==> src/rtl/ss_pkg.sv <==
package ss_pkg;

    localparam int SS_PRESC_W = 5;
    localparam int SS_CODE_W  = 6;

    // Conditions that gate the ramp, gathered in one place
    typedef struct packed {
        logic enable;
        logic uvlo;
        logic thermal;
    } ss_gate_t;

    typedef enum logic [1:0] {
        SS_HALT = 2'd0,
        SS_RISE = 2'd1,
        SS_FULL = 2'd2
    } ss_phase_t;

    function automatic logic ss_may_run(input ss_gate_t g);
        return g.enable && !g.uvlo && !g.thermal;
    endfunction

endpackage

==> src/rtl/ss_qualify.sv <==
module ss_qualify
    import ss_pkg::*;
(
    input  ss_gate_t gate_in,
    output logic     run
);
    always_comb begin
        run = ss_may_run(gate_in);
    end
endmodule

==> src/rtl/ss_prescaler.sv <==
module ss_prescaler #(
    parameter int PRESC_W = 5
) (
    input  logic clk,
    input  logic rst,
    input  logic run,
    input  logic strobe,
    output logic tick
);
    logic [PRESC_W-1:0] cnt_q;

    always_ff @(posedge clk) begin
        if (rst || !run) begin
            cnt_q <= '0;
        end else if (strobe) begin
            cnt_q <= cnt_q + 1'b1;
        end
    end

    // Last strobe of a step: the counter is about to wrap
    assign tick = run && strobe && (&cnt_q);
endmodule

==> src/rtl/ss_stepper.sv <==
module ss_stepper
    import ss_pkg::*;
#(
    parameter int CODE_W = 6
) (
    input  logic              clk,
    input  logic              rst,
    input  logic              run,
    input  logic              tick,
    output logic [CODE_W-1:0] code,
    output ss_phase_t         phase
);
    localparam logic [CODE_W-1:0] TOP = {CODE_W{1'b1}};

    logic [CODE_W-1:0] code_q;
    ss_phase_t         phase_q;

    always_ff @(posedge clk) begin
        if (rst || !run) begin
            code_q  <= '0;
            phase_q <= SS_HALT;
        end else begin
            unique case (phase_q)
                SS_HALT: begin
                    phase_q <= SS_RISE;
                    if (tick) code_q <= code_q + 1'b1;
                end
                SS_RISE: begin
                    if (tick) begin
                        if (code_q == TOP) phase_q <= SS_FULL;
                        else               code_q  <= code_q + 1'b1;
                    end
                end
                SS_FULL: begin
                    code_q <= TOP;
                end
                default: phase_q <= SS_HALT;
            endcase
        end
    end

    assign code  = code_q;
    assign phase = phase_q;
endmodule

==> src/rtl/softstart_seq.sv <==
module softstart_seq
    import ss_pkg::*;
#(
    parameter int PRESC_W = SS_PRESC_W,
    parameter int CODE_W  = SS_CODE_W
) (
    input  logic              clk,
    input  logic              rst,
    input  logic              sw_strobe,
    input  logic              enable,
    input  logic              uvlo_fault,
    input  logic              thermal_fault,
    output logic [CODE_W-1:0] ref_code,
    output logic              ramp_done,
    output logic              switch_allow
);
    ss_gate_t  gate;
    logic      run;
    logic      tick;
    ss_phase_t phase;

    assign gate = '{enable: enable, uvlo: uvlo_fault, thermal: thermal_fault};

    ss_qualify u_qual (
        .gate_in (gate),
        .run     (run)
    );

    ss_prescaler #(.PRESC_W(PRESC_W)) u_presc (
        .clk    (clk),
        .rst    (rst),
        .run    (run),
        .strobe (sw_strobe),
        .tick   (tick)
    );

    ss_stepper #(.CODE_W(CODE_W)) u_step (
        .clk   (clk),
        .rst   (rst),
        .run   (run),
        .tick  (tick),
        .code  (ref_code),
        .phase (phase)
    );

    assign ramp_done    = (phase == SS_FULL);
    assign switch_allow = run && (ref_code != '0);
endmodule

==> config.mk <==
export PLATFORM = sky130hd
export DESIGN_NAME = softstart_seq
export DESIGN_NICKNAME = d
export VERILOG_FILES = /design/src/rtl/ss_pkg.sv /design/src/rtl/ss_qualify.sv /design/src/rtl/ss_prescaler.sv /design/src/rtl/ss_stepper.sv /design/src/rtl/softstart_seq.sv
export SDC_FILE = /design/constraint.sdc
export NUM_CORES = 1
export LEC_CHECK = 0
export BUFFER_PORTS_ARGS = -buffer_cell sky130_fd_sc_hd__clkbuf_2
export CAP_MARGIN = 20
export CORE_AREA = 3 3 42 48
export CTS_CLUSTER_SIZE = 25
export DETAILED_ROUTE_END_ITERATION = 8
export DIE_AREA = 0 0 45 51
export PLACE_DENSITY_LB_ADDON = 0.25
export SLEW_MARGIN = 20
export SYNTH_ARGS = -nofsm -noshare
export SYNTH_HDL_FRONTEND = slang
export SYNTH_HIERARCHICAL = 1
export SYNTH_SLANG_ARGS = --single-unit
export TNS_END_PERCENT = 100
==> constraint.sdc <==
create_clock -name clk -period 1.7 [get_ports clk]
set_input_delay 0.34 -clock clk [delete_from_list [all_inputs] [get_ports clk]]
set_output_delay 0.34 -clock clk [all_outputs]
set_load 0.01 [all_outputs]
# After elaboration in Yosys (flattened, before gate mapping)

Index checks and enable logic that the tools add are counted.

Bits in registers: 13
Output and inout port bits: 8
Logic and storage cells: 35

Add/sub/neg operators: 2
Equality and inequality tests: 7
Muxes and demuxes: 7
Bitwise gates (word level): 1
Reductions and logical operators: 15

Operator list:

| operator                                                               | count |
|---|---|
| 6-bit two-way mux                                                      | 3 |
| 6-bit one-hot mux with 3 select lines                                  | 1 |
| 6-bit by 1-bit adder with 6-bit output (second input constant)         | 1 |
| 6-bit equality test (second input constant)                            | 1 |
| 2-bit != test (second input constant)                                  | 3 |
| 2-bit one-hot mux with 3 select lines                                  | 1 |
| 6-bit nonzero test                                                     | 1 |
| 5-bit by 1-bit adder with 5-bit output (second input constant)         | 1 |
| 1-bit logical AND                                                      | 5 |
| 5-bit AND reduction                                                    | 1 |
| 2-bit two-way mux                                                      | 2 |
| 4-bit AND reduction                                                    | 1 |
| 1-bit zero test                                                        | 3 |
| 3-bit AND reduction                                                    | 1 |
| 3-bit nonzero test                                                     | 1 |
| 2-bit by 1-bit equality test with 1-bit output (second input constant) | 1 |
| 2-bit equality test (second input constant)                            | 1 |
| 2-bit zero test                                                        | 1 |
| 2-bit by 1-bit != test with 1-bit output (second input constant)       | 1 |
| 1-bit logical OR                                                       | 1 |
| 1-bit inverter                                                         | 1 |

# Logic depth before layout (Yosys ltp)

Depth after elaboration: 7
Gate-level depth with buffers: 8

# Modules after synthesis

Netlist, hierarchy kept.

By module, submodules not included:

| module        | instances | cells each | area each (µm²) | sequential area each (µm²) |
|---|---|---|---|---|
| ss_stepper    | 1         | 47         | 430.4           | 160.2 |
| ss_prescaler  | 1         | 24         | 246.5           | 100.1 |
| softstart_seq | 1         | 3          | 22.5            | 0.0 |
| ss_qualify    | 1         | 1          | 12.5            | 0.0 |

# Least setup slack after synthesis

No wires, ideal clock.

Path type: register -> register
Start point: register u_presc.cnt_q[0]
End point: register u_step.code_q[1] (netlist: u_step/code[1])
Setup time: 130 ps
Data arrival time: 1686 ps
Required time: 1570 ps
Slack: -116 ps
Stages on the path, launching flop included: 9
Path buffers: 0
Period minus slack after synthesis: 1816 ps
Cell sequence: dfxtp_1 -> ha_1 -> and3_1 -> ha_1 -> and3_2 -> and2b_1 -> or2_1 -> a21oi_1 -> nor3_1

Longest elaborated chain between the ends: 4

Ends and longest elaborated chain:

| what                            | line                | text |
|---|---|---|
| from (decl)                     | ss_prescaler.sv:10  | `logic [PRESC_W-1:0] cnt_q;` |
| from (signal assigned)          | ss_prescaler.sv:16  | `cnt_q <= cnt_q + 1'b1;` |
| 5-bit AND reduction *           | ss_prescaler.sv:21  | `assign tick = run && strobe && (&cnt_q);` |
| 1-bit logical AND *             | ss_prescaler.sv:21  |  |
| named net tick                  | softstart_seq.sv:19 | `logic tick;` |
| 2-bit != test (no line)         | --                  |  |
| 4-bit AND reduction (no line) * | --                  |  |
| to (signal assigned)            | ss_stepper.sv:26    | `if (tick) code_q <= code_q + 1'b1;` |
| to (signal assigned)            | ss_stepper.sv:31    | `else code_q <= code_q + 1'b1;` |
| to (decl)                       | ss_stepper.sv:15    | `logic [CODE_W-1:0] code_q;` |

The timed path passes the listed nets; every way through them passes the cells marked *.
A chain may end at the register's enable or synchronous reset.

# Final worst setup path

Start point: register u_step.code_q[3] (netlist: u_step/code[3])
End point: output switch_allow

Longest elaborated chain between the ends: 2

Ends and longest elaborated chain:

| what               | line                | text |
|---|---|---|
| 6-bit nonzero test | softstart_seq.sv:47 | `assign switch_allow = run && (ref_code != '0);` |
| 1-bit logical AND  | softstart_seq.sv:47 |  |
| to (decl)          | softstart_seq.sv:15 | `output logic switch_allow` |

Every way passes these cells.

==> reports/results.tsv <==
stage	metric	value	unit
status	outcome	complete, but fails checks	
status	failed_checks	negative setup slack	
synth	synth_edf_count	0	
critical_path	path_cells	or4_4 -> o31a_1 -> clkbuf_2	
global_routing	antenna_found_initial	0	
routing	finalWirelength	1.88	mm
sta	period_share	109	%
routing	first_iter_violations	42	
cts	numCtsBuffers	3	
finish	drive_gt1_share	52.4	%
global_routing	overflow	0	
die	die_w	45	um
cts	root_buffer	clkbuf_4	
routing	drc	0	
routing	wire_per_inst	15.4	um
sta	fin_skew	0.00538	ns
synth	synth_area	712	um2
pwr	p_leak	0.415	nW
critical_path	critPathBufInv	1	
die	core	1580	um2
global_routing	grt_usage	17.0	%
routing	drtAntennaViolNets	0	
critical_path	setup.worst_path.class	flip-flop to output port	
cts	cts_sinks	13	
global_routing	grt_start_max_net_pins	9	
critical_path	worst_path_max_delay_cell	or4_4	
die	fp.dieH	51	um
cts	clock_path_buffers	2	
cts	path_clk_slew	0.08	ns
synth	yosysTopAreaCellShare	36.6	%
synth	avgSynthCellArea	9.49	um2
placed_design	io_buffers	13	
sta	fin_ws	-0.148	ns
sta	drv_slew	0	
pwr	power_density	517	nW/um2
critical_path	worstPathMaxFanout	2	
critical_path	cp_data_required_time	1.36	ns
synth	synth_top_cell_by_area	dfxtp_1	
synth	yosys.cell_types.count	35	
sta	finalHoldViolations	0	
synth	yosysMostFrequentCell	dfxtp_1	
critical_path	cp_top_family	simple AND/OR/NAND/NOR gates	
sta	fmax	541	MHz
routing	vias_per_cell	6.02	
finish	seq_area	264	um2
synth	postSynthCellCount	75	
placed_design	dp_hpwl	1.21	mm
finish	layout.nets	115	
synth	synth_nets	84	
worst_hold_path	min_path_type	input port to flip-flop	
sta	setup-tns-final	-0.225	ns
critical_path	critPathMaxStageDelay	0.53	ns
cts	cts_tree	built	
routing	vias	735	
critical_path	crit_arrival	1.51	ns
finish	antenna_cells	0	
sta	relSlewSlack	69.4	%
cts	clk_latency	0.28	ns
synth	async_reset_ff_share	0	%
placed_design	dp_cells	114	
finish	layout.cells.non_filler	122	
global_routing	grt_pass1_vias	639	
sta	setup_viol	4	
finish	area_delta_synth_final	43.2	%
synth	synth_area_leaders	dfxtp_1, ha_1, a21oi_1, mux2i_1, nor3_1	
global_routing	grt_pass1_wl	2.92	mm
finish	fillers	115	
die	start_util	45.2	%
pwr	ir_worst_vdd	0.397	mV
cts	htreeDepth	1	
critical_path	start_kind	flip-flop	
synth	yosysWarnings	6	
sta	period_minus_slack	1.85	ns
die	io_pins	14	
cts	holdBufCountCts	0	
placed_design	place_congestion	0.862	
sta	rsz0062_at_grt	yes	
die	die_area	2300	um2
critical_path	cp-end-kind	output port	
synth	synth_seq_cells	13	
placed_design	post-place-ws	-0.0796	ns
synth	ys_seq_area_share	36.6	%
sta	tightest_slew	0.458	ns
die	row_count	15	
synth	synth_common_cells	dfxtp_1, a21oi_1, nor3_1, nand2_1, nor2_1	
synth	yosys_most_used_dff	dfxtp_1	
routing	drtPass1Iterations	4	
finish	multi_input_area	523	um2
flow_run	maxCapViolCount	0	
power breakdown:
part	switching, mW	total [mW]	internal, mW
logic	0.0119	0.0247	0.0128
clock network	0.105	0.196	0.0910
registers	0.00204	0.307	0.305
total	0.119	0.528	0.409
area by class of cell:
type	count	share of cell area, %
multi-input combinational	59	51.3
sequential	13	25.9
timing repair buffer	28	17.8
clock buffer	4	2.58
tap	17	2.09
inverter	1	0.368
per-stage QoR:
step                util [%]  cell area, um2  power, mW  hold WS (ns)
finish                  64.7            1020      0.528         0.370
global route            64.7            1020      0.553         0.391
CTS                     60.9             960      0.533         0.363
detailed placement      55.9             881      0.338         0.505
global placement        55.9             881      0.337         0.493
floorplan                  -             721      0.326         0.467
worst paths after layout:
check,cells after the start,endpoint,slack (ns),from
setup / recovery,3,switch_allow,-0.15,u_step/code[3]
hold / removal,3,u_presc/cnt_q[3],0.37,rst
setup reg to reg,8,u_step/code[3],-0.05,u_presc/cnt_q[0]
hold reg to reg,2,u_presc/cnt_q[3],0.52,u_presc/cnt_q[3]
logic make-up (layout without fill, tap and decap cells):
group | after synthesis | in the layout | synth area share, %
and+or+nand+nor | 39 | 39 | 38.3
AOI/OAI and AO/OA | 13 | 13 | 12.7
DFF | 13 | 13 | 36.6
adders and majority gates | 3 | 3 | 5.27
muxes | 3 | 3 | 4.22
buffers and inverters | 3 | 33 | 1.76
xor gates and xnor gates | 1 | 1 | 1.23
cells in the final DEF (no fill, tap or decap), types with 2 or more instances in the layout:
master / instances
a311oi_1: 2
nor3_1: 5
nor2b_1: 2
nand2_1: 4
nand3b_1: 2
mux2i_1: 3
ha_4: 2
and3_4: 3
dfxtp_2: 3
clkbuf_4: 3
nand3_1: 2
a21oi_1: 4
a21oi_2: 2
clkbuf_2: 13
buf_4: 14
dfxtp_1: 10
nor2_1: 4
per-layer routing:
| metal | global-route usage (%) | vias to the layer above | wire [um] |
|---|---|---|---|
| met1 | 23.6 | 341 | 846 |
| met2 | 25.2 | 45 | 858 |
| li1 | - | 347 | - |
| met3 | 3.17 | 2 | 157 |
| met4 | 7.32 | 0 | 14 |
| met5 | 0 | - | 0 |
tightest hold or removal path, stage by stage:
cell and delay (ns):
clkbuf_2 0.11, or3b_1 0.10, mux2i_1 0.05
sequential cells by signal (all words and copies together) (netlist names):
signal	count
u_step/code	6
u_presc/cnt_q	5
u_step/phase	2
what timing repair did:
action | in CTS | in global routing
pin swaps | 5 | 8
setup endpoints to repair | 5 | 7
setup buffers | 2 | 2
gates resized for setup | 8 | 9
No activity file was read; power rests on OpenSTA's default activity.
